`src/rtl/srp_pkg.sv`:
```
package srp_pkg;

    // Bit positions seen by firmware
    localparam int BIT_EN    = 0;
    localparam int BIT_VP    = 1;
    localparam int BIT_DIS   = 2;
    localparam int BIT_INIT  = 3;
    localparam int BIT_BSESS = 4;
    localparam int BIT_DP    = 5;
    localparam int REG_W     = 8;
    localparam int USED_W    = 6;

    // Field order matches bits 5..0 so the struct maps straight onto the byte
    typedef struct packed {
        logic dpulse;
        logic bsess;
        logic init_v;
        logic dischg;
        logic vpulse;
        logic en;
    } srp_regs_t;

    // Synchronized status inputs
    typedef struct packed {
        logic se0;
        logic vlow;
        logic sess;
    } srp_sense_t;

endpackage

```
`src/rtl/srp_sync.sv`:
```
module srp_sync #(
    parameter int W       = 3,
    parameter int STAGES  = 2,
    parameter logic [W-1:0] RST_VAL = '0
) (
    input  logic         clk,
    input  logic         rst_n,
    input  logic [W-1:0] async_i,
    output logic [W-1:0] sync_o
);

    logic [STAGES-1:0][W-1:0] stage_d;
    logic [STAGES-1:0][W-1:0] stage_q;

    genvar g;
    generate
        for (g = 0; g < STAGES; g++) begin : g_stage
            if (g == 0) begin : g_first
                always_comb stage_d[g] = async_i;
            end else begin : g_rest
                always_comb stage_d[g] = stage_q[g-1];
            end
        end
    endgenerate

    always_ff @(posedge clk or negedge rst_n) begin
        if (!rst_n) begin
            stage_q <= {STAGES{RST_VAL}};
        end else begin
            stage_q <= stage_d;
        end
    end

    assign sync_o = stage_q[STAGES-1];

endmodule

```
`src/rtl/srp_pw_timer.sv`:
```
module srp_pw_timer #(
    parameter int MIN_MS = 16,
    parameter int MAX_MS = 26
) (
    input  logic clk,
    input  logic rst_n,
    input  logic active_i,
    input  logic tick_i,
    output logic err_o
);

    localparam int CNT_W = $clog2(MAX_MS + 1);
    localparam logic [CNT_W-1:0] MIN_C = CNT_W'(MIN_MS);
    localparam logic [CNT_W-1:0] MAX_C = CNT_W'(MAX_MS);

    typedef struct packed {
        logic [CNT_W-1:0] cnt;
        logic             act;
        logic             err;
    } tmr_t;

    tmr_t tmr_d, tmr_q;

    always_comb begin
        tmr_d     = tmr_q;
        tmr_d.act = active_i;
        if (active_i && !tmr_q.act) begin
            // new pulse: restart measurement, drop old error
            tmr_d.cnt = '0;
            tmr_d.err = 1'b0;
        end else if (active_i) begin
            if (tick_i && (tmr_q.cnt < MAX_C)) begin
                tmr_d.cnt = tmr_q.cnt + 1'b1;
            end
            if (tmr_d.cnt >= MAX_C) begin
                tmr_d.err = 1'b1;
            end
        end else if (tmr_q.act) begin
            // pulse just ended
            if (tmr_q.cnt <= MIN_C) begin
                tmr_d.err = 1'b1;
            end
            tmr_d.cnt = '0;
        end
    end

    always_ff @(posedge clk or negedge rst_n) begin
        if (!rst_n) begin
            tmr_q <= '0;
        end else begin
            tmr_q <= tmr_d;
        end
    end

    assign err_o = tmr_q.err;

endmodule

```
`src/rtl/srp_ctrl_reg.sv`:
```
module srp_ctrl_reg #(
    parameter int MIN_MS      = 16,
    parameter int MAX_MS      = 26,
    parameter int SYNC_STAGES = 2
) (
    input  logic       clk,
    input  logic       rst_n,
    input  logic       wr_en,
    input  logic [7:0] wr_data,
    output logic [7:0] rd_data,
    input  logic       ms_tick,
    input  logic       vbus_sess_vld_i,
    input  logic       vbus_low_i,
    input  logic       line_se0_i,
    output logic       dline_pulse_o,
    output logic       vbus_pulse_o,
    output logic       vbus_dischg_o,
    output logic       vbus_sense_en_o,
    output logic       pw_err_o
);
    import srp_pkg::*;

    localparam int SENSE_W = $bits(srp_sense_t);
    // idle line: VBUS low, SE0 present, no session
    localparam logic [SENSE_W-1:0] SENSE_IDLE = 3'b110;

    srp_regs_t  regs_d, regs_q;
    srp_sense_t sense_raw, sense_s;
    logic       unused_wr_rsvd;

    assign unused_wr_rsvd = ^wr_data[REG_W-1:USED_W];

    assign sense_raw = '{se0: line_se0_i, vlow: vbus_low_i, sess: vbus_sess_vld_i};

    srp_sync #(
        .W       (SENSE_W),
        .STAGES  (SYNC_STAGES),
        .RST_VAL (SENSE_IDLE)
    ) u_sync (
        .clk     (clk),
        .rst_n   (rst_n),
        .async_i (sense_raw),
        .sync_o  (sense_s)
    );

    always_comb begin
        regs_d = regs_q;
        if (wr_en) begin
            regs_d.en     = wr_data[BIT_EN];
            regs_d.vpulse = wr_data[BIT_VP];
            regs_d.dischg = wr_data[BIT_DIS];
            regs_d.dpulse = wr_data[BIT_DP];
            if (wr_data[BIT_INIT])  regs_d.init_v = 1'b0;
            if (wr_data[BIT_BSESS]) regs_d.bsess  = 1'b0;
        end
        // set conditions win over a same-cycle clear
        if (sense_s.sess)                   regs_d.bsess  = 1'b1;
        if (!sense_s.vlow || !sense_s.se0)  regs_d.init_v = 1'b1;
    end

    always_ff @(posedge clk or negedge rst_n) begin
        if (!rst_n) begin
            regs_q <= '0;
        end else begin
            regs_q <= regs_d;
        end
    end

    assign rd_data         = {{(REG_W-USED_W){1'b0}}, regs_q};
    assign dline_pulse_o   = regs_q.en & regs_q.dpulse;
    assign vbus_pulse_o    = regs_q.en & regs_q.vpulse;
    assign vbus_dischg_o   = regs_q.en & regs_q.dischg;
    assign vbus_sense_en_o = ~regs_q.en;

    srp_pw_timer #(
        .MIN_MS (MIN_MS),
        .MAX_MS (MAX_MS)
    ) u_timer (
        .clk      (clk),
        .rst_n    (rst_n),
        .active_i (vbus_pulse_o),
        .tick_i   (ms_tick),
        .err_o    (pw_err_o)
    );

endmodule

```
`config.mk`:
```
export PLATFORM = sky130hd
export DESIGN_NAME = srp_ctrl_reg
export DESIGN_NICKNAME = d
export VERILOG_FILES = /design/src/rtl/srp_pkg.sv /design/src/rtl/srp_sync.sv /design/src/rtl/srp_pw_timer.sv /design/src/rtl/srp_ctrl_reg.sv
export SDC_FILE = /design/constraint.sdc
export NUM_CORES = 1
export LEC_CHECK = 0
export BUFFER_PORTS_ARGS = -buffer_cell sky130_fd_sc_hd__buf_2
export CAP_MARGIN = 10
export CORE_UTILIZATION = 51
export DETAILED_ROUTE_END_ITERATION = 6
export PLACE_DENSITY = 0.8
export SLEW_MARGIN = 0
export SYNTH_ARGS = -nofsm -noshare
export SYNTH_HDL_FRONTEND = slang
export SYNTH_SLANG_ARGS = --single-unit
```
`constraint.sdc`:
```
create_clock -name clk -period 3.5 [get_ports clk]
set_input_delay 0.7 -clock clk [delete_from_list [all_inputs] [get_ports clk]]
set_output_delay 0.7 -clock clk [all_outputs]
set_load 0.005 [all_outputs]
```
==> flow_summary_export.csv, run 1 <==
group,metric,value,unit
outcome,status,"complete, no violations",
setup_path,r2r_cells,5,
timing,final.setup_skew,0.00185,ns
timing,hold_slack,0.319,ns
detailed_routing,wl,1450,um
detailed_routing,dr.pass1.iters,4,
floorplanning,chipHeight,42.8,um
timing,hold_violations,0,
final_layout,stdcell_count,119,
final_layout,multi_input_area,318,sq um
grt,grt_pass1_vias,591,
power_and_ir_drop,p_leak,0.465,nW
clock_tree,postCtsSetupRepairBufs,0,
detailed_routing,vias,653,
power_and_ir_drop,finalPower,0.408,mW
setup_path,startpoint_type,"flop",
grt,grt_first_pass_wirelength,2560,um
setup_path,r2r_setup_slack,2.09,ns
grt,grt_util_all_layers,18.7,%
grt,grt_max_degree,20,
synthesis,ys_ff_latch,19,
setup_path,end_kind,"output port",
final_layout,fin_util,64.4,%
power_and_ir_drop,switching_share,25.6,%
clock_tree,cts-htree-levels,1,
setup_path,cp_max_fo,8,
power_and_ir_drop,combPwrFrac,12.3,%
synthesis,async_reset_ff_share,100,%
detailed_routing,drtIter0Drc,6,
clock_tree,path_clk_slew,0.11,ns
timing,postLayoutSetupSlackWorst,1.72,ns
clock_tree,cts.path.max_buffers,2,
detailed_routing,drc,0,
setup_path,r2r_start,"u_timer.tmr_q[3]",
detailed_routing,vias_per_cell,5.49,
synthesis,synth_enable_flop_cells,0,
synthesis,ys.flop_type,"dfrtp_1",
synthesis,ys.warnings.count,0,
placed_design,gp_congestion,0.837,
detailed_routing,ant_nets,0,
power_and_ir_drop,pwr-share-seq,60.4,%
final_layout,final_cell_mix,"buf_2, dfrtp_1, nand2_1",
setup_path,arrival,1.08,ns
clock_tree,cts-root-buf,"clkbuf_4",
timing,fmax,561,MHz
placed_design,port-buffer-count,23,
power_and_ir_drop,ir_worst_vdd,345,uV
detailed_routing,drt-wirelength-per-cell,12.2,um
synthesis,synth_cell_types,29,
synthesis,postSynthAreaPerCell,10.6,sq um
final_layout,finalInstanceArea,982,sq um
power_and_ir_drop,p_per_area,416,nW/um^2
timing,setup_violations,0,
clock_tree,cts_sinks,19,
clock_tree,ctsHoldBuffers,0,
final_layout,areaGrowthSynthToFinish,15.8,%
floorplanning,coreArea,1520,sq um
clock_tree,clk_latency,0.29,ns
floorplanning,initial_utilization,55.7,%
final_layout,final_common_cell,"buf_2",
power_and_ir_drop,p_int,0.304,mW
timing,finalCritPeriodShare,51.0,%
placed_design,dp_hpwl,1080,um
floorplanning,rows,14,
floorplanning,dieWidth,42.8,um
grt,grt-ovfl-total,0,
clock_tree,ctsResizeCount,0,
final_layout,fillCellCount,125,
clock_tree,cts_tree,"built",
power_and_ir_drop,switchingPower,0.105,mW
job,drv_cap,0,
timing,rsz0062_at_grt,"no",
final_layout,drive_gt1_share,34.0,%
placed_design,place_area,952,sq um
final_layout,diodes,0,
synthesis,synth-seq-area-share,56.6,%
final_layout,fin_nets,121,
placed_design,dpl.cell_count,115,
timing,slew_violations,0,
placed_design,dpl_worst_slack,1.87,ns
timing,finalCriticalPeriod,1.78,ns
final_layout,seq_area,480,sq um
setup_path,timing.rr.end,"u_timer.err_o",
grt,antenna_found_initial,0,
clock_tree,cts_buffers,3,
power_and_ir_drop,clkPwrFrac,27.3,%
synthesis,syn-cell-area,848,sq um
setup_path,worst-setup-path-type,"flop to output port",
timing,finalSetupTns,0,ns
hold_path,hold_path_class,"input pin to asynchronous set/reset pin",
floorplanning,io_pins,28,
floorplanning,dieArea,1830,sq um
setup_path,worstPathRequired,2.80,ns
synthesis,synthCells,80,
Yosys cell counts (2+ instances only):
| master | n | share of area, % |
|---|---|---|
| dfrtp_1 | 15 | 44 |
| nand2_1 | 10 | 4.4 |
| o21ai_0 | 9 | 5.3 |
| inv_1 | 5 | 2.2 |
| nand3_1 | 5 | 2.9 |
| dfstp_2 | 4 | 12 |
| a21oi_1 | 3 | 1.8 |
| mux2_2 | 3 | 4.0 |
| a21o_1 | 2 | 1.8 |
| and2_1 | 2 | 1.5 |
| buf_4 | 2 | 1.8 |
| ha_1 | 2 | 2.9 |
| nand4_1 | 2 | 1.5 |
cell type report:
cell class | instances | share of cell area [%]
Multi-Input combinational cell | 52 | 32.4
Inverter | 5 | 1.91
Sequential cell | 19 | 48.9
Clock inverter | 1 | 0.764
Tap cell | 16 | 2.04
Timing Repair Buffer | 23 | 11.7
Clock buffer | 3 | 2.29
per-layer routing:
metal / global-route usage [%] / vias up / wire (um) / part of all wire, %
met3: 3.83 / 2 / 58 / 4.0
met1: 26.4 / 313 / 689 / 48
met2: 29.1 / 18 / 688 / 48
met5: 0 / - / 0 / 0
li1: - / 320 / - / -
met4: 5.63 / 0 / 9 / 0.62
cell families after synthesis:
family	after synthesis	share of synthesized area [%]
buffers and inverters	10	6.34
adder cells (fa/ha/maj)	2	2.95
AND/OR/NAND/NOR	23	13.4
other	1	0.442
AO/OA/AOI/OAI	21	15.0
multiplexers	4	5.16
flip-flops	19	56.6
critical path: stages (launching register included):
cell and delay (ns):
dfrtp_1 0.49, nand2_1 0.12, inv_1 0.08, buf_2 0.11
state kept, by name, summed over array words and instances, names as in the netlist:
register and cells:
rd_data 6, u_sync.stage_d 3, u_sync.sync_o 3, u_timer.err_o 1, u_timer.tmr_q 6
worst max-delay path by stage:
stage,endpoint,cells after the start,startpoint,slack (ns)
floorplan,rd_data[1],2,wr_en,2.13
global placement,u_timer.err_o,5,ms_tick,1.90
detailed placement,u_timer.err_o,5,ms_tick,1.87
CTS,vbus_pulse_o,3,rd_data[0],1.71
global route,vbus_pulse_o,3,rd_data[0],1.61
finish,vbus_pulse_o,3,rd_data[0],1.72
power by group through the flow:
stage               logic, mW  clock network (mW)  registers, mW
floorplan              0.0235                   0          0.249
global placement       0.0497                   0          0.249
detailed placement     0.0507                   0          0.250
CTS                    0.0510               0.115          0.246
global route           0.0566               0.131          0.249
finish                 0.0503               0.112          0.247
Note: power is estimated with default switching activity, not from simulation.
==> inputs of run 2 (changes only) <==
- CORE_UTILIZATION: 51 -> 48
- PLACE_DENSITY: 0.8 -> 0.76
- clock period: 3.5 -> 1.85 ns (I/O delays scaled with it)
==> flow_summary_export.csv, run 2 (same netlist as run 1, synthesis figures left out) <==
group,metric,value,unit
grt,grt_first_pass_wirelength,2440,um
clock_tree,path_clk_slew,0.10,ns
final_layout,multi_input_area,318,sq um
clock_tree,cts_tree,"built",
setup_path,worst-setup-path-type,"flop to output port",
setup_path,arrival,1.06,ns
setup_path,end_kind,"output port",
detailed_routing,drc,1,
detailed_routing,ant_nets,0,
clock_tree,cts-root-buf,"clkbuf_4",
floorplanning,initial_utilization,53.8,%
final_layout,final_cell_mix,"buf_2, dfrtp_1, nand2_1",
timing,fmax,701,MHz
clock_tree,cts_buffers,3,
timing,finalCriticalPeriod,1.43,ns
power_and_ir_drop,ir_worst_vdd,541,uV
timing,hold_violations,0,
placed_design,dp_hpwl,1060,um
detailed_routing,drt-wirelength-per-cell,12.1,um
timing,slew_violations,0,
grt,grt_pass1_vias,592,
outcome,failed_checks,"design-rule violations",
clock_tree,cts_sinks,19,
floorplanning,rows,14,
power_and_ir_drop,switchingPower,0.178,mW
final_layout,final_common_cell,"buf_2",
outcome,status,"finished with violations",
floorplanning,io_pins,28,
timing,rsz0062_at_grt,"no",
floorplanning,chipHeight,44.0,um
timing,setup_violations,0,
setup_path,startpoint_type,"flop",
timing,finalCritPeriodShare,77.1,%
power_and_ir_drop,combPwrFrac,12.6,%
detailed_routing,vias,650,
grt,grt_util_all_layers,17.5,%
final_layout,fin_nets,122,
timing,final.setup_skew,0.00768,ns
floorplanning,dieWidth,44.0,um
power_and_ir_drop,p_leak,0.470,nW
clock_tree,clk_latency,0.29,ns
power_and_ir_drop,switching_share,23.5,%
grt,grt-ovfl-total,0,
clock_tree,cts.path.max_buffers,2,
final_layout,areaGrowthSynthToFinish,16.5,%
placed_design,port-buffer-count,23,
detailed_routing,vias_per_cell,5.42,
final_layout,fillCellCount,128,
hold_path,hold_path_class,"input pin to flop",
placed_design,gp_congestion,0.907,
power_and_ir_drop,clkPwrFrac,25.9,%
setup_path,worstPathRequired,1.48,ns
detailed_routing,drtIter0Drc,18,
final_layout,fin_util,62.7,%
power_and_ir_drop,pwr-share-seq,61.5,%
detailed_routing,dr.pass1.iters,7,
job,drv_cap,0,
floorplanning,coreArea,1580,sq um
final_layout,drive_gt1_share,32.7,%
clock_tree,ctsResizeCount,0,
grt,grt_max_degree,20,
final_layout,seq_area,480,sq um
final_layout,diodes,0,
detailed_routing,wl,1450,um
timing,finalSetupTns,0,ns
power_and_ir_drop,p_int,0.578,mW
grt,antenna_found_initial,0,
clock_tree,cts-htree-levels,1,
power_and_ir_drop,p_per_area,765,nW/um^2
floorplanning,dieArea,1940,sq um
setup_path,cp_max_fo,8,
==> run 2: cell types whose count changed in the layout (fill, tap and decap cells not counted), sizes merged <==
cell	change
dlygate4sd3	+1
clkbuf	+1
clkinvlp	-1
==> run 2: power groups by stage <==
stage / combinational (mW) / clock [mW] / sequential (mW)
2_1_floorplan: 0.0445 / 0 / 0.472
3_3_place_gp: 0.0931 / 0 / 0.471
3_5_place_dp: 0.0942 / 0 / 0.473
4_1_cts: 0.0970 / 0.206 / 0.465
5_1_grt: 0.108 / 0.225 / 0.469
6_report: 0.0951 / 0.196 / 0.465
==> run 2: timing repair <==
action	in CTS	in global routing
hold buffers	1	0
endpoints found under the setup margin	0	0
hold endpoints to repair	7	0
setup buffers	0	0
==> run 2: per-stage QoR <==
step	worst slack, ns	std cells	cell area (sq um)	total power [mW]	hold WS, ns
floorplan	0.589	81	852	0.516	0.0744
global placement	0.499	115	952	0.564	0.318
detailed placement	0.463	115	952	0.567	0.320
CTS	0.418	120	988	0.768	0.161
global route	0.325	120	988	0.802	0.148
finish	0.424	120	988	0.756	0.179
==> run 2: worst max-delay path, stage by stage, from the launching register on <==
cell and delay (ns):
dfrtp_1 0.47, nand2_1 0.12, inv_1 0.08, buf_2 0.11
==> run 2: final timing paths <==
| check | slack [ns] | depth (start not counted) | startpoint | end |
|---|---|---|---|---|
| worst max-delay path | 0.42 | 3 | rd_data[0] | vbus_pulse_o |
| worst min-delay path | 0.18 | 1 | line_se0_i | u_sync.stage_d[5] |
| worst max register to register | 0.45 | 5 | u_timer.tmr_q[3] | u_timer.err_o |
| worst min register to register | 0.36 | 0 | u_sync.stage_d[5] | u_sync.sync_o[2] |
| max in group asynchronous | 0.99 | 2 | rst_n | u_sync.stage_d[5] |
| min in group asynchronous | 0.53 | 2 | rst_n | u_sync.sync_o[0] |
==> run 2: routing by layer <==
layer / track usage (%) / wire (um)
met5: 0 / 0
met4: 6.06 / 12
met3: 4.90 / 87
met2: 29.1 / 704
met1: 21.9 / 649
==> run 2: layout make-up <==
type,count,share of cell area (%)
clock buffer,4,2.66
inverter,5,1.90
multi-input combinational,52,32.2
sequential,19,48.6
tap,16,2.03
timing repair buffer,24,12.7
==> inputs of run 3 (changes only) <==
- ABC_AREA: not set -> 1
- CORE_UTILIZATION: 48 -> 44
- PLACE_DENSITY: 0.76 -> 0.73
- clock period: 1.85 -> 1.3 ns (I/O delays scaled with it)
==> flow_summary_export.csv, run 3 <==
group,metric,value,unit
timing,finalCriticalPeriod,1.41,ns
outcome,failed_checks,"negative setup slack",
clock_tree,cts_tree,"built",
setup_path,crit_path_max_incr_delay,0.44,ns
setup_path,r2r_cells,9,
setup_path,path_cells,"inv_2 > nand2_2 > nand2_4 > nand2_4 > nand2_1 > nand2_1 > buf_4 > buf_4 > o22ai_4",
hold_path,whs_path_depth,1,
final_layout,fin_util,70.0,%
synthesis,synth_cell_types,22,
floorplanning,dieWidth,46.8,um
floorplanning,rows,15,
timing,postLayoutSetupSlackWorst,-0.108,ns
synthesis,yosysMostFrequentCell,"nand2_1",
timing,fmax,710,MHz
final_layout,areaGrowthSynthToFinish,42.8,%
detailed_routing,wl,2010,um
detailed_routing,vias_per_cell,4.82,
floorplanning,dieArea,2190,sq um
floorplanning,initial_utilization,49.0,%
synthesis,synthCells,100,
clock_tree,cts.path.max_buffers,2,
placed_design,port-buffer-count,23,
synthesis,synth_area_leaders,"dfrtp_1, nand2_1, dfstp_2",
synthesis,synth_area_leader_cell,"dfrtp_1",
setup_path,end_kind,"flop",
synthesis,synth_enable_flop_cells,0,
synthesis,postSynthAreaPerCell,8.83,sq um
timing,hold_violations,0,
setup_path,cp_slowest_cell,"dfrtp_1",
setup_path,worstPathRequired,1.52,ns
power_and_ir_drop,p_leak,0.681,nW
detailed_routing,drc,0,
synthesis,syn-cell-area,883,sq um
grt,grt_first_pass_wirelength,2810,um
placed_design,dp_hpwl,1200,um
job,drv_cap,0,
synthesis,ys.flop_type,"dfrtp_1",
timing,finalCritPeriodShare,108,%
power_and_ir_drop,finalPower,1.21,mW
setup_path,startpoint_type,"flop",
detailed_routing,dr.pass1.iters,5,
final_layout,drive_gt1_share,51.8,%
synthesis,ys.warnings.count,0,
setup_path,arrival,1.63,ns
synthesis,synth-seq-area-share,54.4,%
clock_tree,cts-root-buf,"clkbuf_4",
floorplanning,io_pins,28,
synthesis,yosysTopAreaCellShare,42.5,%
setup_path,r2r_setup_slack,-0.11,ns
clock_tree,cts_sinks,19,
hold_path,min_from,"vbus_low_i",
power_and_ir_drop,p_per_area,963,nW/um^2
timing,final.setup_skew,0.00215,ns
detailed_routing,drtIter0Drc,16,
grt,grt_pass1_vias,706,
placed_design,gp_congestion,0.802,
setup_path,crit_start,"u_timer.tmr_q[3]",
power_and_ir_drop,ir_worst_vdd,968,uV
floorplanning,coreArea,1800,sq um
detailed_routing,vias,800,
final_layout,final_cell_mix,"nand2_1, buf_2, dfrtp_1",
setup_path,cp_max_fo,6,
synthesis,async_reset_ff_share,100,%
clock_tree,path_clk_slew,0.11,ns
setup_path,worst-setup-path-type,"flop to flop",
timing,slew_violations,0,
grt,grt-ovfl-total,0,
setup_path,r2r_start,"u_timer.tmr_q[3]",
grt,antenna_found_initial,0,
floorplanning,chipHeight,46.8,um
hold_path,hold_path_class,"input pin to flop",
outcome,status,"finished with violations",
final_layout,diodes,0,
timing,rsz0062_at_grt,"yes",
final_layout,fin_nets,159,
detailed_routing,ant_nets,0,
clock_tree,clk_latency,0.30,ns
synthesis,ys_ff_latch,19,
final_layout,final_common_cell,"nand2_1",
timing,setup_violations,5,
grt,grt_util_all_layers,18.9,%
timing,finalSetupTns,-0.323,ns
synthesis,ys_top_cells_by_count,"nand2_1, dfrtp_1, inv_1",
grt,grt_max_degree,20,
detailed_routing,drt-wirelength-per-cell,12.1,um
clock_tree,cts_buffers,3,
clock_tree,cts-htree-levels,1,
==> run 3: cell count changes after synthesis, sizes merged, moves of 3 or more <==
cell and delta:
nand2 +27, nand3 +4, inv +11, mux2 -3, o21ai -6, o22ai +3
==> run 3: what timing repair did <==
item | in CTS | in global routing
pin swaps | 5 | 3
hold buffers | 1 | 0
endpoints found under the hold margin | 15 | 0
setup endpoints to repair | 2 | 7
setup buffers | 4 | 4
resized for setup | 8 | 17
==> run 3: per-layer routing <==
metal / track usage [%] / wire (um)
met1: 20.1 / 836
met2: 33.6 / 1020
met3: 8.08 / 100
met4: 6.29 / 55
met5: 0 / 0
==> run 3: path summary, 6_finish.rpt <==
path,end
worst min-delay path,u_sync.stage_d[4]
worst max-delay path,u_timer.tmr_q[4]
min in group asynchronous,rd_data[2]
worst max register to register,u_timer.tmr_q[4]
max in group asynchronous,u_sync.sync_o[2]
worst min register to register,u_sync.sync_o[1]
==> run 3: layout make-up <==
class	count	area, sq um
Timing Repair Buffer	39	254
Tap cell	25	31.3
Inverter	16	62.6
Sequential cell	19	480
Multi-Input combinational cell	63	403
Clock inverter	1	7.51
Clock buffer	3	22.5
Fill cell	132	541
==> run 3: logic make-up after synthesis <==
group	share of synthesized area, %
xor gates and xnor gates	0.992
other	0.425
adders and majority gates	2.83
DFF	54.4
and+or+nand+nor	25.1
buffers and inverters	8.92
AOI/OAI and AO/OA	7.37
==> run 3: power by group <==
part	internal, mW	total, mW	switching, mW	leakage [nW]
registers	0.634	0.661	0.0270	0.228
clock network	0.117	0.302	0.185	0.0139
logic	0.122	0.251	0.129	0.439
==> run 3: critical path: cells and delay by family, from the launching register on <==
kind	cells	cell delay [ns]
AO/OA/AOI/OAI	1	0.11
buffers and inverters	3	0.38
flip-flops	1	0.44
AND/OR/NAND/NOR	5	0.39
==> run 3: per-stage QoR <==
step | instance area (sq um) | hold slack [ns] | instances | setup slack [ns]
finish | 1260 | 0.0480 | 166 | -0.108
detailed placement | 1070 | 0.211 | 153 | -0.0660
CTS | 1170 | 0.0349 | 162 | -0.0459
floorplan | 887 | -0.0356 | 101 | 0.0110
global placement | 1070 | 0.205 | 153 | -0.0293
global route | 1260 | 0.0188 | 166 | -0.177
